**src/rtl/rmii_rx_dibit_gen.sv**
```systemverilog
module rmii_rx_dibit_gen #(
  parameter int DEPTH    = 4,
  parameter int SLOW_DIV = 10
) (
  input  logic       clk,
  input  logic       rst_n,
  input  logic       speed_100,
  input  logic       crs_in,
  input  logic       nib_valid,
  input  logic [3:0] nib_data,
  output logic       crs_dv,
  output logic [1:0] rxd,
  output logic       overflow
);
  localparam int AW = $clog2(DEPTH);
  localparam int CW = $clog2(SLOW_DIV);

  logic [3:0]    mem [DEPTH];
  logic [AW-1:0] wr_ptr, rd_ptr;
  logic [AW:0]   count;
  logic [CW-1:0] cnt;
  logic          hi_pend;
  logic [1:0]    cur_hi;

  logic          tick, pop, push, full;
  logic [CW-1:0] slot_load;

  assign tick      = (cnt == '0);
  assign full      = (count == (AW+1)'(DEPTH));
  assign pop       = tick && !hi_pend && (count != '0);
  assign push      = nib_valid && (!full || pop);
  assign slot_load = speed_100 ? '0 : CW'(SLOW_DIV - 1);

  always_ff @(posedge clk) begin
    if (push) mem[wr_ptr] <= nib_data;
  end

  always_ff @(posedge clk) begin
    if (!rst_n) begin
      wr_ptr   <= '0;
      rd_ptr   <= '0;
      count    <= '0;
      overflow <= 1'b0;
    end else begin
      if (push) wr_ptr <= wr_ptr + 1'b1;
      if (pop)  rd_ptr <= rd_ptr + 1'b1;
      count <= count + (AW+1)'(push) - (AW+1)'(pop);
      if (nib_valid && !push) overflow <= 1'b1;
    end
  end

  always_ff @(posedge clk) begin
    if (!rst_n) begin
      crs_dv  <= 1'b0;
      rxd     <= 2'b00;
      hi_pend <= 1'b0;
      cur_hi  <= 2'b00;
      cnt     <= '0;
    end else if (!tick) begin
      cnt <= cnt - 1'b1;
    end else if (hi_pend) begin
      rxd     <= cur_hi;
      crs_dv  <= 1'b1;
      hi_pend <= 1'b0;
      cnt     <= slot_load;
    end else if (pop) begin
      rxd     <= mem[rd_ptr][1:0];
      cur_hi  <= mem[rd_ptr][3:2];
      crs_dv  <= crs_in;
      hi_pend <= 1'b1;
      cnt     <= slot_load;
    end else if (crs_in) begin
      rxd    <= 2'b00;
      crs_dv <= 1'b1;
      cnt    <= slot_load;
    end else begin
      rxd    <= 2'b00;
      crs_dv <= 1'b0;
      cnt    <= '0;
    end
  end
endmodule


```
**config.mk**
```make
export PLATFORM = sky130hd
export DESIGN_NAME = rmii_rx_dibit_gen
export DESIGN_NICKNAME = d
export VERILOG_FILES = /design/src/rtl/rmii_rx_dibit_gen.sv
export SDC_FILE = /design/constraint.sdc
export NUM_CORES = 1
export LEC_CHECK = 0
export BUFFER_PORTS_ARGS = -buffer_cell sky130_fd_sc_hd__buf_4
export CAP_MARGIN = 10
export CELL_PAD_IN_SITES_DETAIL_PLACEMENT = 0
export CELL_PAD_IN_SITES_GLOBAL_PLACEMENT = 1
export CORE_ASPECT_RATIO = 1.2
export CORE_MARGIN = 5
export CORE_UTILIZATION = 47
export DETAILED_ROUTE_END_ITERATION = 16
export GPL_ROUTABILITY_DRIVEN = 0
export PLACE_DENSITY_LB_ADDON = 0.25
export REMOVE_ABC_BUFFERS = 1
export SLEW_MARGIN = 5
export SYNTH_ARGS = -nofsm -noshare
export SYNTH_HDL_FRONTEND = slang
export SYNTH_SLANG_ARGS = --single-unit
```
**constraint.sdc**
```tcl
create_clock -name clk -period 3.2 [get_ports clk]
set_input_delay 0 -clock clk [delete_from_list [all_inputs] [get_ports clk]]
set_output_delay 0 -clock clk [all_outputs]
set_load 0.01 [all_outputs]
```
==> impl_metrics.yaml, run 1 <==
cts:
  cts_buffer_depth: 2
  hold_buffers: 8
  clock_latency_ps: 340
  worst_setup_hold_path_clk_slew_ps: 110
  h-tree-depth: 2
  post-cts-setup-buffer-count: 0
  numClockSinks: 36
  cts_tree: "built"
  cts-root-buf: "clkbuf_4"
  cts_buffers: 5
  cts_resized: 0
sta:
  hold_ws_ps: 395
  hold_violations: 0
  drv_slew: 0
  relSlewSlack_pct: 72.9
  fin_setup_tns_ps: 0
  fin_skew_ps: 3.92
  final-setup-viol-count: 0
  fin_crit_sh_pct: 88.3
  max_freq_mhz: 354
  min_period_ps: 2820
  worstMarginPinSlew_ps: 404
  grt_setup_unrepaired: "false"
placement:
  hpwl_microns: 1930
  port_buffers: 12
synthesis:
  synth_edf_count: 16
  async_flop_share_pct: 0
  yosysSeqAreaShare_pct: 57.6
  synth.distinct_cells: 31
  synth_area_sq_mm: 0.00153
  ys_ff_latch: 36
  synth_top_area_share_pct: 31.4
  yosysTopAreaCell: "edfxtp_1"
  syn_inst: 122
  ys.flop_type: "dfxtp_1"
  yosysWarnings: 0
  synth_area_leaders: "edfxtp_1 (31%), dfxtp_1 (26%), ha_1 (6.5%)"
  syn_area_per_cell_sq_um: 12.5
drt:
  drtIter0Drc: 32
  dr.pass1.iters: 4
  vias_per_cell: 5.20
  routed_wl_microns: 2640
  ant_nets: 0
  wl_per_cell_microns: 14.3
  vias: 957
  drc: 0
hold_path:
  hold_depth: 2
  hold_class: "input pin to register"
  min_to: "mem[2][3]"
  hp-start: "nib_data[3]"
layout:
  multi_input_area_sq_um: 587
  antennaDiodeCount: 0
  layout-drive-gt1-share_pct: 19.6
  regArea_sq_um: 881
  final_nets: 165
  fillers: 255
  syn_to_final_growth_pct: 19.2
worst_setup_path:
  max_stage_delay_ps: 510
  crit_buf_inv: 3
  worstRegToRegCells: 12
  r2r_end: "count[2]"
  reg2reg_slack_ps: 380
  rr_startpoint: "cnt[0]"
  critPathLaunchType: "register"
  cp-end-kind: "register"
  cp_cell_sequence: "inv_1 > ha_1 > or4b_1 > a31oi_4 > inv_1 > ha_1 > inv_1 > ha_1 > fa_1 > xor2_1 > xnor2_1 > and2_1"
  crit_family: "adder cells"
  critical_path_class: "register to register"
  worstPathRequired_ps: 3450
  cp_max_fo: 7
  cp_slowest_cell: "or4b_1"
  cp.arrival_ps: 3080
floorplanning:
  fp-row-count: 22
  die_height_microns: 72.5
  io_pins: 13
  dieArea_sq_mm: 0.00450
  core_sq_mm: 0.00311
  start_util_pct: 49.2
  dieWidth_microns: 62.1
power_and_ir_drop:
  power.density_mw_per_mm2: 791
  p_leak_uw: 0.000715
  ir_drop_mv: 0.594
grt:
  antenna_found_initial: 0
  grt_util_all_layers_pct: 14.8
  grt-ovfl-total: 0
  grt_pass1_wl_microns: 4710
  grt_pass1_vias: 1020
  grt_max_degree: 18
status:
  status: "completed"
run:
  cap_violations: 0
## flip-flops by register name (all words and copies together), names as in the netlist, named ones only
register,cells
mem,16
wr_ptr,2
cnt,4
rxd,2
crs_dv,1
overflow,1
cur_hi,2
hi_pend,1
count,3
rd_ptr,2
## synth_stat cells (all sizes together), types with 3 or more instances
cell type,number
a21oi,3
and2,9
clkbuf,3
dfxtp,20
edfxtp,16
ha,8
inv,12
mux4,4
nand2,8
nor2,8
nor3,4
o21a,3
## layout by cell type, fill, tap and decap left out
cell,n
clkinv_2,1
buf_4,14
o31ai_1,1
o21a_1,3
mux2i_1,2
and3_1,2
a211oi_1,2
or4_1,1
or4b_1,1
a31oi_4,1
nor3_2,1
fa_1,1
a221o_1,2
a41oi_1,1
dlygate4sd3_1,8
o2bb2ai_1,2
and2_1,9
or3b_1,1
o21ai_0,1
edfxtp_1,16
a21oi_1,3
xnor2_1,2
nor3_1,3
clkinvlp_4,1
clkbuf_4,5
nor2_1,8
dfxtp_1,20
ha_1,8
mux2_2,1
mux4_2,4
nand2_1,8
xor2_1,1
or3_1,1
inv_1,12
bufinv_16,1
## logic make-up after synthesis
logic type | after synthesis | share of synthesized area, %
DFF | 36 | 57.6
and+or+nand+nor | 35 | 12.2
AOI/OAI and AO/OA | 16 | 8.67
buffers and inverters | 16 | 4.01
adders and majority gates | 9 | 7.86
muxes | 7 | 7.94
xor gates and xnor gates | 3 | 1.72
## routing by layer
layer	routed length [microns]	vias up	GRT usage, %
li1	-	482	-
met1	1230	456	18.8
met2	1250	14	21.7
met3	98	5	5.87
met4	60	0	6.60
met5	0	-	0
## stage by stage
step | power, uW | cell area (sq um) | utilization (%) | setup slack (ps) | instances
6_report | 1440 | 1820 | 58.6 | 375 | 184
5_1_grt | 1560 | 1820 | 58.6 | 170 | 184
4_1_cts | 1460 | 1820 | 58.6 | 358 | 184
3_5_place_dp | 1140 | 1660 | 53.5 | 370 | 168
3_3_place_gp | 1120 | 1660 | 53.5 | 403 | 168
2_1_floorplan | 977 | 1510 | - | 381 | 118
## worst reg2reg max path, cell delays in order (launching register included)
cell	delay (ps)
dfxtp_1	330
inv_1	80
ha_1	170
or4b_1	510
a31oi_4	300
inv_1	70
ha_1	270
inv_1	40
ha_1	180
fa_1	370
xor2_1	160
xnor2_1	120
and2_1	150
## power breakdown
group / internal, uW / leakage [uW] / switching, uW
Sequential: 582 / 0.000311 / 71.5
Clock: 163 / 0.0000412 / 154
Combinational: 233 / 0.000363 / 238
Total: 978 / 0.000715 / 464
## cell type report
cell class	instances	share of cell area, %
repair buffers	22	10.2
clock inverters	3	2.33
multi-input cells	70	32.2
flip-flops and latches	36	48.3
inverters	12	2.47
well taps	36	2.47
clock buffers	5	2.06
## how the worst max path moves through the flow
stage,startpoint,to,slack [ps],cells after the start
floorplan,cnt[0],count[2],380,12
global placement,cnt[0],count[2],400,12
detailed placement,cnt[0],count[2],370,12
CTS,cnt[0],count[2],360,12
global route,cnt[0],count[2],170,12
finish,cnt[0],count[2],380,12
No activity file was read; power rests on OpenSTA's default activity.
==> inputs of run 2 (changes only) <==
Clock period 3.2 ns to 3 ns, I/O delays scaled along.
==> impl_metrics.yaml, run 2 (synthesis gave the netlist of run 1 again) <==
floorplanning:
  io_pins: 13
  core_sq_mm: 0.00311
  start_util_pct: 49.2
  dieArea_sq_mm: 0.00450
  fp-row-count: 22
  die_height_microns: 72.5
  dieWidth_microns: 62.1
cts:
  cts_buffer_depth: 2
  h-tree-depth: 2
  cts_tree: "built"
  clock_latency_ps: 330
  cts-root-buf: "clkbuf_4"
  cts_buffers: 5
  post-cts-setup-buffer-count: 0
  worst_setup_hold_path_clk_slew_ps: 110
  numClockSinks: 36
sta:
  hold_violations: 0
  hold_ws_ps: 21.5
  drv_slew: 0
  grt_setup_unrepaired: "false"
  max_freq_mhz: 351
  relSlewSlack_pct: 70.3
  fin_setup_tns_ps: 0
  worstMarginPinSlew_ps: 444
  fin_skew_ps: 4.17
  fin_crit_sh_pct: 95.0
  worst_slack_ps: 149
  min_period_ps: 2850
  final-setup-viol-count: 0
worst_setup_path:
  cp_slowest_cell: "or4b_1"
  critical_path_class: "register to register"
  cp_max_fo: 4
  cp-end-kind: "register"
  cp_cell_sequence: "inv_1 > ha_1 > or4b_1 > a31oi_4 > inv_1 > ha_1 > inv_1 > ha_1 > fa_1 > xor2_1 > xnor2_1 > and2_1"
  max_stage_delay_ps: 570
  worstPathRequired_ps: 3240
  critPathLaunchType: "register"
  cp.arrival_ps: 3090
  crit_buf_inv: 3
  crit_family: "adder cells"
power_and_ir_drop:
  ir_drop_mv: 0.546
  power.density_mw_per_mm2: 851
  p_leak_uw: 0.000723
layout:
  utilization_pct: 58.6
  syn_to_final_growth_pct: 19.1
  fillers: 265
  max_flop_register: "mem"
  layout-drive-gt1-share_pct: 20.8
  fin_area_sq_mm: 0.00182
  most-common-layout-cells: "dfxtp_1 (20), buf_4 (17), edfxtp_1 (16)"
  largest_reg_flops: 16
  antennaDiodeCount: 0
  reg_top3: "mem: 16 flops, cnt: 4 flops, count: 3 flops"
  final_common_cell: "dfxtp_1"
  final_nets: 166
drt:
  wl_per_cell_microns: 13.8
  drc: 0
  dr.pass1.iters: 4
  vias_per_cell: 5.15
  vias: 952
  ant_nets: 0
  routed_wl_microns: 2550
  drtIter0Drc: 28
run:
  cap_violations: 0
grt:
  grt_pass1_wl_microns: 4360
  grt_util_all_layers_pct: 13.6
  grt_max_degree: 18
  antenna_found_initial: 0
  grt_pass1_vias: 959
  grt-ovfl-total: 0
status:
  status: "completed"
placement:
  hpwl_microns: 1900
  placed_cell_area_sq_mm: 0.00169
  port_buffers: 12
  place_ws_ps: 151
hold_path:
  hold_class: "input pin to register"
==> run 2: changes by cell type in the layout (fill, tap and decap cells not counted) <==
cell	change
clkinvlp_4	-1
clkbuf_1	+1
buf_4	+3
dlygate4sd3_1	-2
==> run 2: cell type report <==
cell class,count,area [sq um],share of cell area [%]
Inverter,12,45.0,2.47
Timing Repair Buffer,23,188,10.3
Clock buffer,6,41.3,2.27
Sequential cell,36,881,48.4
Multi-Input combinational cell,70,587,32.2
Clock inverter,2,35.0,1.92
Tap cell,36,45.0,2.47
==> run 2: metrics by stage <==
step	power [uW]	cells
after detailed placement	1230	171
after global routing	1670	185
after global placement	1210	171
after CTS	1570	185
final	1550	185
after floorplan	1040	118
==> run 2: metal layers <==
layer / part of all wire, % / vias up / GRT usage (%)
met5: 0 / - / 0
met4: 1.8 / 0 / 4.95
met3: 3.5 / 6 / 5.87
met2: 49 / 13 / 21.3
met1: 45 / 451 / 16.3
li1: - / 482 / -
==> run 2: what timing repair did <==
item,in CTS,in global routing
setup endpoints to repair,0,0
gates resized for setup,0,0
hold buffers,6,0
endpoints found under the hold margin,23,0
==> run 2: final timing paths <==
kind / cells past startpoint / startpoint / slack, ps / endpoint
max: 12 / cnt[0] / 150 / count[2]
min: 3 / crs_in / 20 / crs_dv
max reg2reg: 12 / cnt[0] / 150 / count[2]
min reg2reg: 2 / cur_hi[1] / 470 / cur_hi[1]
==> run 2: worst min-delay path: cells and delay by family <==
kind                   cells  cell delay (ps)
buffers and inverters      1               80
AOI/OAI and AO/OA          1              190
and+or+nand+nor            1               40
==> run 2: power breakdown <==
| part | switching [uW] | internal [uW] |
|---|---|---|
| combinational | 264 | 267 |
| clock | 155 | 175 |
| sequential | 68.5 | 621 |
| total | 488 | 1060 |
==> inputs of run 3 (changes only) <==
Settings changed: HOLD_SLACK_MARGIN set to 0.15.
==> impl_metrics.yaml, run 3 (synthesis gave the netlist of run 1 again) <==
status:
  status: "completed"
placement:
  placed_cells: 171
  placed_cell_area_sq_mm: 0.00169
  port_buffers: 12
  hpwl_microns: 1900
floorplanning:
  start_util_pct: 49.2
  dieWidth_microns: 62.1
  dieArea_sq_mm: 0.00450
  die_height_microns: 72.5
  core_sq_mm: 0.00311
  io_pins: 13
  fp-row-count: 22
sta:
  drv_slew: 0
  fin_skew_ps: 3.06
  hold_ws_ps: 409
  fin_crit_sh_pct: 95.1
  max_freq_mhz: 350
  min_period_ps: 2850
  grt_setup_unrepaired: "false"
  hold_violations: 0
  final-setup-viol-count: 0
  fin_setup_tns_ps: 0
  worstMarginPinSlew_ps: 452
  relSlewSlack_pct: 69.7
cts:
  cts_resized: 0
  h-tree-depth: 2
  numClockSinks: 36
  clock_latency_ps: 330
  cts-root-buf: "clkbuf_4"
  cts_buffer_depth: 2
  worst_setup_hold_path_clk_slew_ps: 100
  cts_buffers: 5
  cts_tree: "built"
layout:
  reg_top3: "mem: 16 flops, cnt: 4 flops, count: 3 flops"
  layout-drive-gt1-share_pct: 20.4
  fin_area_sq_mm: 0.00185
  antennaDiodeCount: 0
  layoutNonFillerInstCount: 188
  final_nets: 169
  final_common_cell: "dfxtp_1"
  syn_to_final_growth_pct: 21.1
  max_flop_register: "mem"
  most-common-layout-cells: "dfxtp_1 (20), buf_4 (17), edfxtp_1 (16)"
  largest_reg_flops: 16
worst_setup_path:
  critPathLaunchType: "register"
  critical_path_class: "register to register"
  max_stage_delay_ps: 570
  cp_cell_sequence: "inv_1 > ha_1 > or4b_1 > a31oi_4 > inv_1 > ha_1 > inv_1 > ha_1 > fa_1 > xor2_1 > xnor2_1 > and2_1"
  worstRegToRegCells: 12
  cp_slowest_cell: "or4b_1"
  worstPathRequired_ps: 3240
  cp-end-kind: "register"
  cp.arrival_ps: 3090
  cp_max_fo: 4
power_and_ir_drop:
  p_int_uw: 1070
  p_leak_uw: 0.000738
  sequentialPowerShare_pct: 44.3
  p_comb_share_pct: 34.5
  p_sw_uw: 492
  swShare_pct: 31.6
  power.density_mw_per_mm2: 842
  ir_drop_mv: 0.546
  clkPwrFrac_pct: 21.2
drt:
  routed_wl_microns: 2640
  ant_nets: 0
  vias_per_cell: 5.14
  drtIter0Drc: 34
  wl_met1_microns: 1180
  drc: 0
  dr.pass1.iters: 4
  wl_per_cell_microns: 14.0
  vias: 967
  wl_met3_microns: 91
  wl_met2_microns: 1290
  top_layer: "met4"
run:
  cap_violations: 0
hold_path:
  hold_class: "input pin to register"
  hold_depth: 2
grt:
  grt_pass1_vias: 990
  grt_pass1_wl_microns: 4490
  grt_util_all_layers_pct: 14.0
  grt_max_degree: 18
  grt-ovfl-total: 0
  antenna_found_initial: 0
[run 3: final cells by class]
class | count | area, sq um
well taps | 36 | 45.0
clock buffers | 6 | 41.3
repair buffers | 26 | 218
fillers | 259 | 1260
flip-flops and latches | 36 | 881
multi-input cells | 70 | 587
inverters | 12 | 45.0
clock inverters | 2 | 35.0
[run 3: worst paths after layout]
path	from	end	slack [ps]
max	cnt[0]	count[2]	150
min	nib_data[2]	mem[2][2]	410
max reg2reg	cnt[0]	count[2]	150
min reg2reg	cur_hi[1]	cur_hi[1]	470
[run 3: worst max-delay path, delay by kind of cell (launching register included)]
family | cells | cell delay, ps
buffers and inverters | 3 | 190
AO/OA/AOI/OAI | 1 | 230
flip-flops | 1 | 330
XOR/XNOR | 2 | 280
adder cells (fa/ha/maj) | 4 | 1000
AND/OR/NAND/NOR | 2 | 730
[run 3: repair_timing]
action                                 in CTS  in global routing
setup buffers                               0                  0
endpoints found under the hold margin      35                  0
hold buffers                                9                  0
[run 3: per-layer routing]
metal / vias up / track usage [%]
met5: - / 0
met4: 0 / 5.90
met3: 8 / 5.87
met2: 15 / 21.9
met1: 457 / 16.6
li1: 487 / -
[run 3: metrics by stage]
stage	worst slack, ps	power, uW	util (%)
floorplan	181	1040	-
global route	17.9	1680	59.5
CTS	132	1580	59.5
global placement	264	1210	54.2
finish	147	1560	59.5
detailed placement	151	1230	54.2
[run 3: power by group through the flow]
stage	clock [uW]	sequential [uW]	combinational [uW]
2_1_floorplan	0	695	347
3_3_place_gp	0	697	515
3_5_place_dp	0	702	530
4_1_cts	342	691	545
5_1_grt	364	703	608
6_report	330	691	538
